==> config.mk <==
export PLATFORM = sky130hd
export DESIGN_NAME = irq_flag_ctrl
export DESIGN_NICKNAME = d
export VERILOG_FILES = /design/src/rtl/irqf_pkg.sv /design/src/rtl/irqf_decode.sv /design/src/rtl/irqf_flag_reg.sv /design/src/rtl/irqf_enable_reg.sv /design/src/rtl/irq_flag_ctrl.sv
export SDC_FILE = /design/constraint.sdc
export NUM_CORES = 1
export LEC_CHECK = 0
export BUFFER_PORTS_ARGS = -buffer_cell sky130_fd_sc_hd__buf_2
export CORE_MARGIN = 8
export CORE_UTILIZATION = 34
export DETAILED_ROUTE_END_ITERATION = 10
export PLACE_DENSITY = 0.73
export SYNTH_ARGS = -nofsm -noshare
export SYNTH_HDL_FRONTEND = slang
export SYNTH_SLANG_ARGS = --single-unit
==> constraint.sdc <==
create_clock -name clk -period 1.1 [get_ports clk]
set_input_delay 0.055 -clock clk [delete_from_list [all_inputs] [get_ports clk]]
set_output_delay 0.055 -clock clk [all_outputs]
set_load 0.03 [all_outputs]
==> src/rtl/irqf_pkg.sv <==
package irqf_pkg;
    localparam int FLAG_W = 7;
    localparam int IDX_W  = 4;

    typedef logic [FLAG_W-1:0] flag_vec_t;
    typedef logic [IDX_W-1:0]  reg_idx_t;

    localparam int BIT_SHIFT = 2;
    localparam int BIT_TMR2  = 5;
    localparam int BIT_TMR1  = 6;

    localparam reg_idx_t IDX_SHIFT_DATA = 4'd10;
    localparam reg_idx_t IDX_FLAGS      = 4'd13;
    localparam reg_idx_t IDX_ENABLES    = 4'd14;

    localparam flag_vec_t LINE_SRC_MASK = flag_vec_t'((1 << BIT_SHIFT) | (1 << BIT_TMR1));

    typedef struct packed {
        logic wr_flags;
        logic wr_enables;
        logic rd_flags;
        logic rd_enables;
        logic rd_shift;
    } reg_strobe_t;

    function automatic flag_vec_t source_vec(input logic sh, input logic t2, input logic t1);
        flag_vec_t v;
        v = '0;
        v[BIT_SHIFT] = sh;
        v[BIT_TMR2]  = t2;
        v[BIT_TMR1]  = t1;
        return v;
    endfunction
endpackage

==> src/rtl/irqf_decode.sv <==
module irqf_decode
    import irqf_pkg::*;
#(
    parameter int ADDR_W  = 16,
    parameter int IDX_LSB = 9
) (
    input  logic [ADDR_W-1:0] addr_i,
    input  logic              wr_i,
    input  logic              rd_i,
    output reg_strobe_t       strobe_o
);
    localparam int IDX_MSB = IDX_LSB + IDX_W - 1;

    reg_idx_t idx;
    assign idx = addr_i[IDX_MSB:IDX_LSB];

    always_comb begin
        strobe_o            = '0;
        strobe_o.wr_flags   = wr_i && (idx == IDX_FLAGS);
        strobe_o.wr_enables = wr_i && (idx == IDX_ENABLES);
        strobe_o.rd_flags   = rd_i && (idx == IDX_FLAGS);
        strobe_o.rd_enables = rd_i && (idx == IDX_ENABLES);
        strobe_o.rd_shift   = rd_i && (idx == IDX_SHIFT_DATA);
    end
endmodule

==> src/rtl/irqf_flag_reg.sv <==
module irqf_flag_reg
    import irqf_pkg::*;
(
    input  logic      clk,
    input  logic      rst,
    input  flag_vec_t set_i,
    input  flag_vec_t clr_i,
    output flag_vec_t flags_o
);
    flag_vec_t flags_q;

    always_ff @(posedge clk) begin
        if (rst) flags_q <= '0;
        else     flags_q <= (flags_q & ~clr_i) | set_i;
    end

    assign flags_o = flags_q;

    assert_set_wins_R10: assert property (@(posedge clk) disable iff (rst)
        (set_i != '0) |=> ((flags_q & $past(set_i)) == $past(set_i)));

    assert_clear_only_R6: assert property (@(posedge clk) disable iff (rst)
        (clr_i != '0) |=> ((flags_q & $past(clr_i & ~set_i)) == '0));

    assert_untouched_hold_R6: assert property (@(posedge clk) disable iff (rst)
        1'b1 |=> ((flags_q & ~$past(clr_i | set_i)) == ($past(flags_q) & ~$past(clr_i | set_i))));
endmodule

==> src/rtl/irqf_enable_reg.sv <==
module irqf_enable_reg
    import irqf_pkg::*;
(
    input  logic       clk,
    input  logic       rst,
    input  logic       wr_i,
    input  logic [7:0] wdata_i,
    output flag_vec_t  enables_o
);
    flag_vec_t en_q;
    flag_vec_t bits;

    assign bits = wdata_i[FLAG_W-1:0];

    always_ff @(posedge clk) begin
        if (rst) begin
            en_q <= '0;
        end else if (wr_i) begin
            if (wdata_i[7]) en_q <= en_q | bits;
            else            en_q <= en_q & ~bits;
        end
    end

    assign enables_o = en_q;

    assert_set_write_R2: assert property (@(posedge clk) disable iff (rst)
        (wr_i && wdata_i[7]) |=> ((en_q & $past(bits)) == $past(bits)));

    assert_clr_write_R3: assert property (@(posedge clk) disable iff (rst)
        (wr_i && !wdata_i[7]) |=> ((en_q & $past(bits)) == '0));

    assert_no_write_stable_R11: assert property (@(posedge clk) disable iff (rst)
        !wr_i |=> $stable(en_q));
endmodule

==> src/rtl/irq_flag_ctrl.sv <==
module irq_flag_ctrl
    import irqf_pkg::*;
#(
    parameter int ADDR_W  = 16,
    parameter int IDX_LSB = 9
) (
    input  logic              clk,
    input  logic              rst,
    input  logic [ADDR_W-1:0] addr_i,
    input  logic              wr_i,
    input  logic              rd_i,
    input  logic [7:0]        wdata_i,
    output logic [7:0]        rdata_o,
    input  logic              shift_set_i,
    input  logic              t1_set_i,
    input  logic              t2_set_i,
    output logic              irq_o
);
    reg_strobe_t strobe;
    flag_vec_t   flags;
    flag_vec_t   enables;
    flag_vec_t   set_vec;
    flag_vec_t   clr_vec;
    flag_vec_t   active;
    logic        any_active;

    irqf_decode #(.ADDR_W(ADDR_W), .IDX_LSB(IDX_LSB)) u_decode (
        .addr_i   (addr_i),
        .wr_i     (wr_i),
        .rd_i     (rd_i),
        .strobe_o (strobe)
    );

    assign set_vec = source_vec(shift_set_i, t2_set_i, t1_set_i);

    always_comb begin
        clr_vec = '0;
        if (strobe.wr_flags) clr_vec = wdata_i[FLAG_W-1:0];
        if (strobe.rd_shift) clr_vec[BIT_SHIFT] = 1'b1;
    end

    irqf_flag_reg u_flags (
        .clk     (clk),
        .rst     (rst),
        .set_i   (set_vec),
        .clr_i   (clr_vec),
        .flags_o (flags)
    );

    irqf_enable_reg u_enables (
        .clk       (clk),
        .rst       (rst),
        .wr_i      (strobe.wr_enables),
        .wdata_i   (wdata_i),
        .enables_o (enables)
    );

    assign active     = flags & enables;
    assign any_active = |active;
    assign irq_o      = |(active & LINE_SRC_MASK);

    always_comb begin
        rdata_o = 8'h00;
        if (strobe.rd_flags)        rdata_o = {any_active, flags};
        else if (strobe.rd_enables) rdata_o = {1'b1, enables};
    end

    assert_t2_no_line_R8: assert property (@(posedge clk) disable iff (rst)
        ((flags & enables & ~flag_vec_t'(1 << BIT_TMR2)) == '0) |-> !irq_o);

    assert_shift_ack_R9: assert property (@(posedge clk) disable iff (rst)
        (strobe.rd_shift && !shift_set_i) |=> !flags[BIT_SHIFT]);

    always_comb begin
        if (!rst && strobe.rd_enables) begin
            assert_enable_msb_R4: assert (rdata_o[7]);
        end
        if (!rst && !rd_i) begin
            assert_idle_read_zero_R12: assert (rdata_o == 8'h00);
        end
    end
endmodule

==> qor.yml <==
powerDensity_nw_per_um2: 823
grt_pass1_wl_um: 3660
numPortBuffers: 27
layout_min_cycle_time_ns: 1.50
r2r_end: "u_flags.flags_o[2]"
cts_tree: "done"
synthMuxAreaShare: 0.0943
crit_fanout: 2
grt_start_max_net_pins: 15
syn2layout_area_growth_pct: 55.4
routedWlPerCell_um: 14.6
ir_drop_v: 0.000427
grtUsageTotal: 0.111
ys_seq_area_frac: 0.377
gp_congestion: 0.772
rsz0062_at_grt: "yes"
worstHoldPathType: "input port to register"
final-max-slew-violation-count: 0
antenna_found_initial: 0
grt-ovfl-total: 0
max_freq_ghz: 0.665
root_buffer: "clkbuf_4"
drv_cap: 0
cp-start-kind: "register"
syn_nets: 109
ys_ff_latch: 14
cp.required_ns: 1.04
status: "finished, violations left"
regToRegStartpoint: "u_flags.flags_o[2]"
insertion_delay_ns: 0.27
end_kind: "output pin"
setup_viol: 6
dieHeight_um: 62.8
tns_ns: -0.490
drcViolationCount: 0
synth_top_family_by_area: "simple AND/OR/NAND/NOR gates"
path_clk_slew_ns: 0.08
synthXorXnorAreaFrac: 0
rows: 17
path_class: "register to output pin"
whs_path_depth: 2
hold_violations: 0
synth.avg_cell_area_um2: 9.53
synth_compound_area_frac: 0.226
gr-usage-met1: 0.103
yosys_warnings: 0
top_level_ports: 40
cp.arrival_ns: 1.45
whs_ns: 0.0121
clock-skew-final_ns: 0
min_to: "u_flags.flags_o[6]"
relSlewSlack: 0.763
drive_gt1_frac: 0.480
clock-sinks: 14
worstMarginPinSlew_ns: 0.356
r2r.worst_path.cells: 3
syn_inst: 78
synth-simple-area-share: 0.247
ant_nets: 0
initial_utilization: 0.346
fillCellCount: 191
holdCritStartpoint: "wdata_i[6]"
coreArea_um2: 2150
num_vias: 785
met2_usage: 0.207
grt_pass1_vias: 831
nNetsFinal: 156
fin_crit_sh: 1.37
diodes: 0
hpwl_um: 1620
r2r_setup_slack_ns: 0.25
wirelength_um: 2200
grt_busiest_layer: "met2"
synth_cell_types: 22
dieArea_um2: 3940
cts-htree-levels: 1
post_synth_fa_ha_maj_area_fraction: 0
syn_area_um2: 743
cts.path.max_buffers: 2
p_leak_nw: 0.553
grt_util_met3: 0.0412
finalWorstSetupSlack_ns: -0.404
vias_per_cell: 5.20
violations: "setup timing"
dr.pass1.iters: 4
cts_buffers: 3
drt-initial-drc-count: 27
die_x_um: 62.8
[area by class of cell]
cell class                      instances  area [µm²]  share of cell area
Inverter                                3        11.3             0.00975
Timing Repair Buffer                   46         357               0.309
Clock buffer                            3        22.5              0.0195
Multi-Input combinational cell         57         438               0.379
Sequential cell                        14         292               0.252
Tap cell                               28        35.0              0.0303
[synth_stat cells]
master	n	share of area
inv_1	3	0.015
a22oi_1	1	0.010
a22o_1	8	0.094
and3_1	1	0.0084
a21o_1	1	0.010
nand2_1	1	0.0050
nor2_1	3	0.015
buf_6	2	0.030
nor2b_1	2	0.017
a222oi_1	1	0.013
mux2i_1	7	0.094
nand3_1	8	0.054
dfxtp_1	14	0.38
a21oi_1	4	0.027
nor3b_2	1	0.017
a311oi_2	2	0.040
nand3b_1	1	0.010
clkbuf_1	2	0.010
nand2b_1	13	0.11
and3b_1	1	0.012
a221oi_2	1	0.020
o31ai_1	1	0.010
[placed cells by master (no fill, tap or decap), drive strengths merged, types with 2 or more instances in the layout]
master        n
buf          41
dfxtp        14
nand2b       13
nand3         8
a22o          8
mux2i         7
dlygate4sd3   5
a21oi         4
nor2          3
inv           3
clkbuf        3
nor2b         2
a311oi        2
[per-layer routing]
layer,share of wire,vias up
li1,-,378
met1,0.39,377
met2,0.52,26
met3,0.078,4
met4,0.012,0
met5,0,-
[worst max-delay path, stage by stage, from the launching register on]
cell and delay (ns):
dfxtp_2 0.32, a222oi_1 0.37, nand3b_1 0.14, a21o_4 0.22
buf_6 0.13
[how the worst max path moves through the flow]
stage                 endpoint  cells after the start               start  slack, ns
global route        rdata_o[7]                      4            register      -0.50
CTS                 rdata_o[7]                      4            register      -0.39
global placement    rdata_o[7]                      4  u_flags.flags_o[4]      -0.12
finish              rdata_o[7]                      4            register      -0.40
detailed placement  rdata_o[7]                      4  u_flags.flags_o[4]      -0.15
floorplan           rdata_o[7]                      3  u_flags.flags_o[6]      0.005
[metrics by stage]
step / utilization / setup slack [ns] / instances / total power [mW] / cell area [µm²]
CTS: 0.531 / -0.395 / 151 / 0.960 / 1140
finish: 0.538 / -0.404 / 151 / 0.951 / 1150
global placement: 0.468 / -0.123 / 143 / 0.666 / 1000
floorplan: - / 0.00540 / 78 / 0.598 / 759
detailed placement: 0.468 / -0.149 / 143 / 0.670 / 1000
global route: 0.538 / -0.502 / 151 / 0.995 / 1150
[logic make-up (layout without fill, tap and decap cells)]
kind of cell,Yosys count,count (layout)
buffers and inverters,7,52
and+or+nand+nor,31,31
DFF,14,14
muxes,7,7
AOI/OAI and AO/OA,19,19
[what timing repair did]
item	4_1_cts	5_1_grt
endpoints found under the hold margin	5	0
setup buffers	1	0
gates resized for setup	23	6
pin swaps	5	1
endpoints found under the setup margin	7	7
hold buffers	5	0
[where the power goes]
part | internal [mW] | leakage [nW] | total (mW) | switching, mW
logic | 0.0836 | 0.422 | 0.154 | 0.0705
clock network | 0.127 | 0.0138 | 0.271 | 0.144
registers | 0.518 | 0.117 | 0.526 | 0.00786
(Power assumes the default switching activity.)
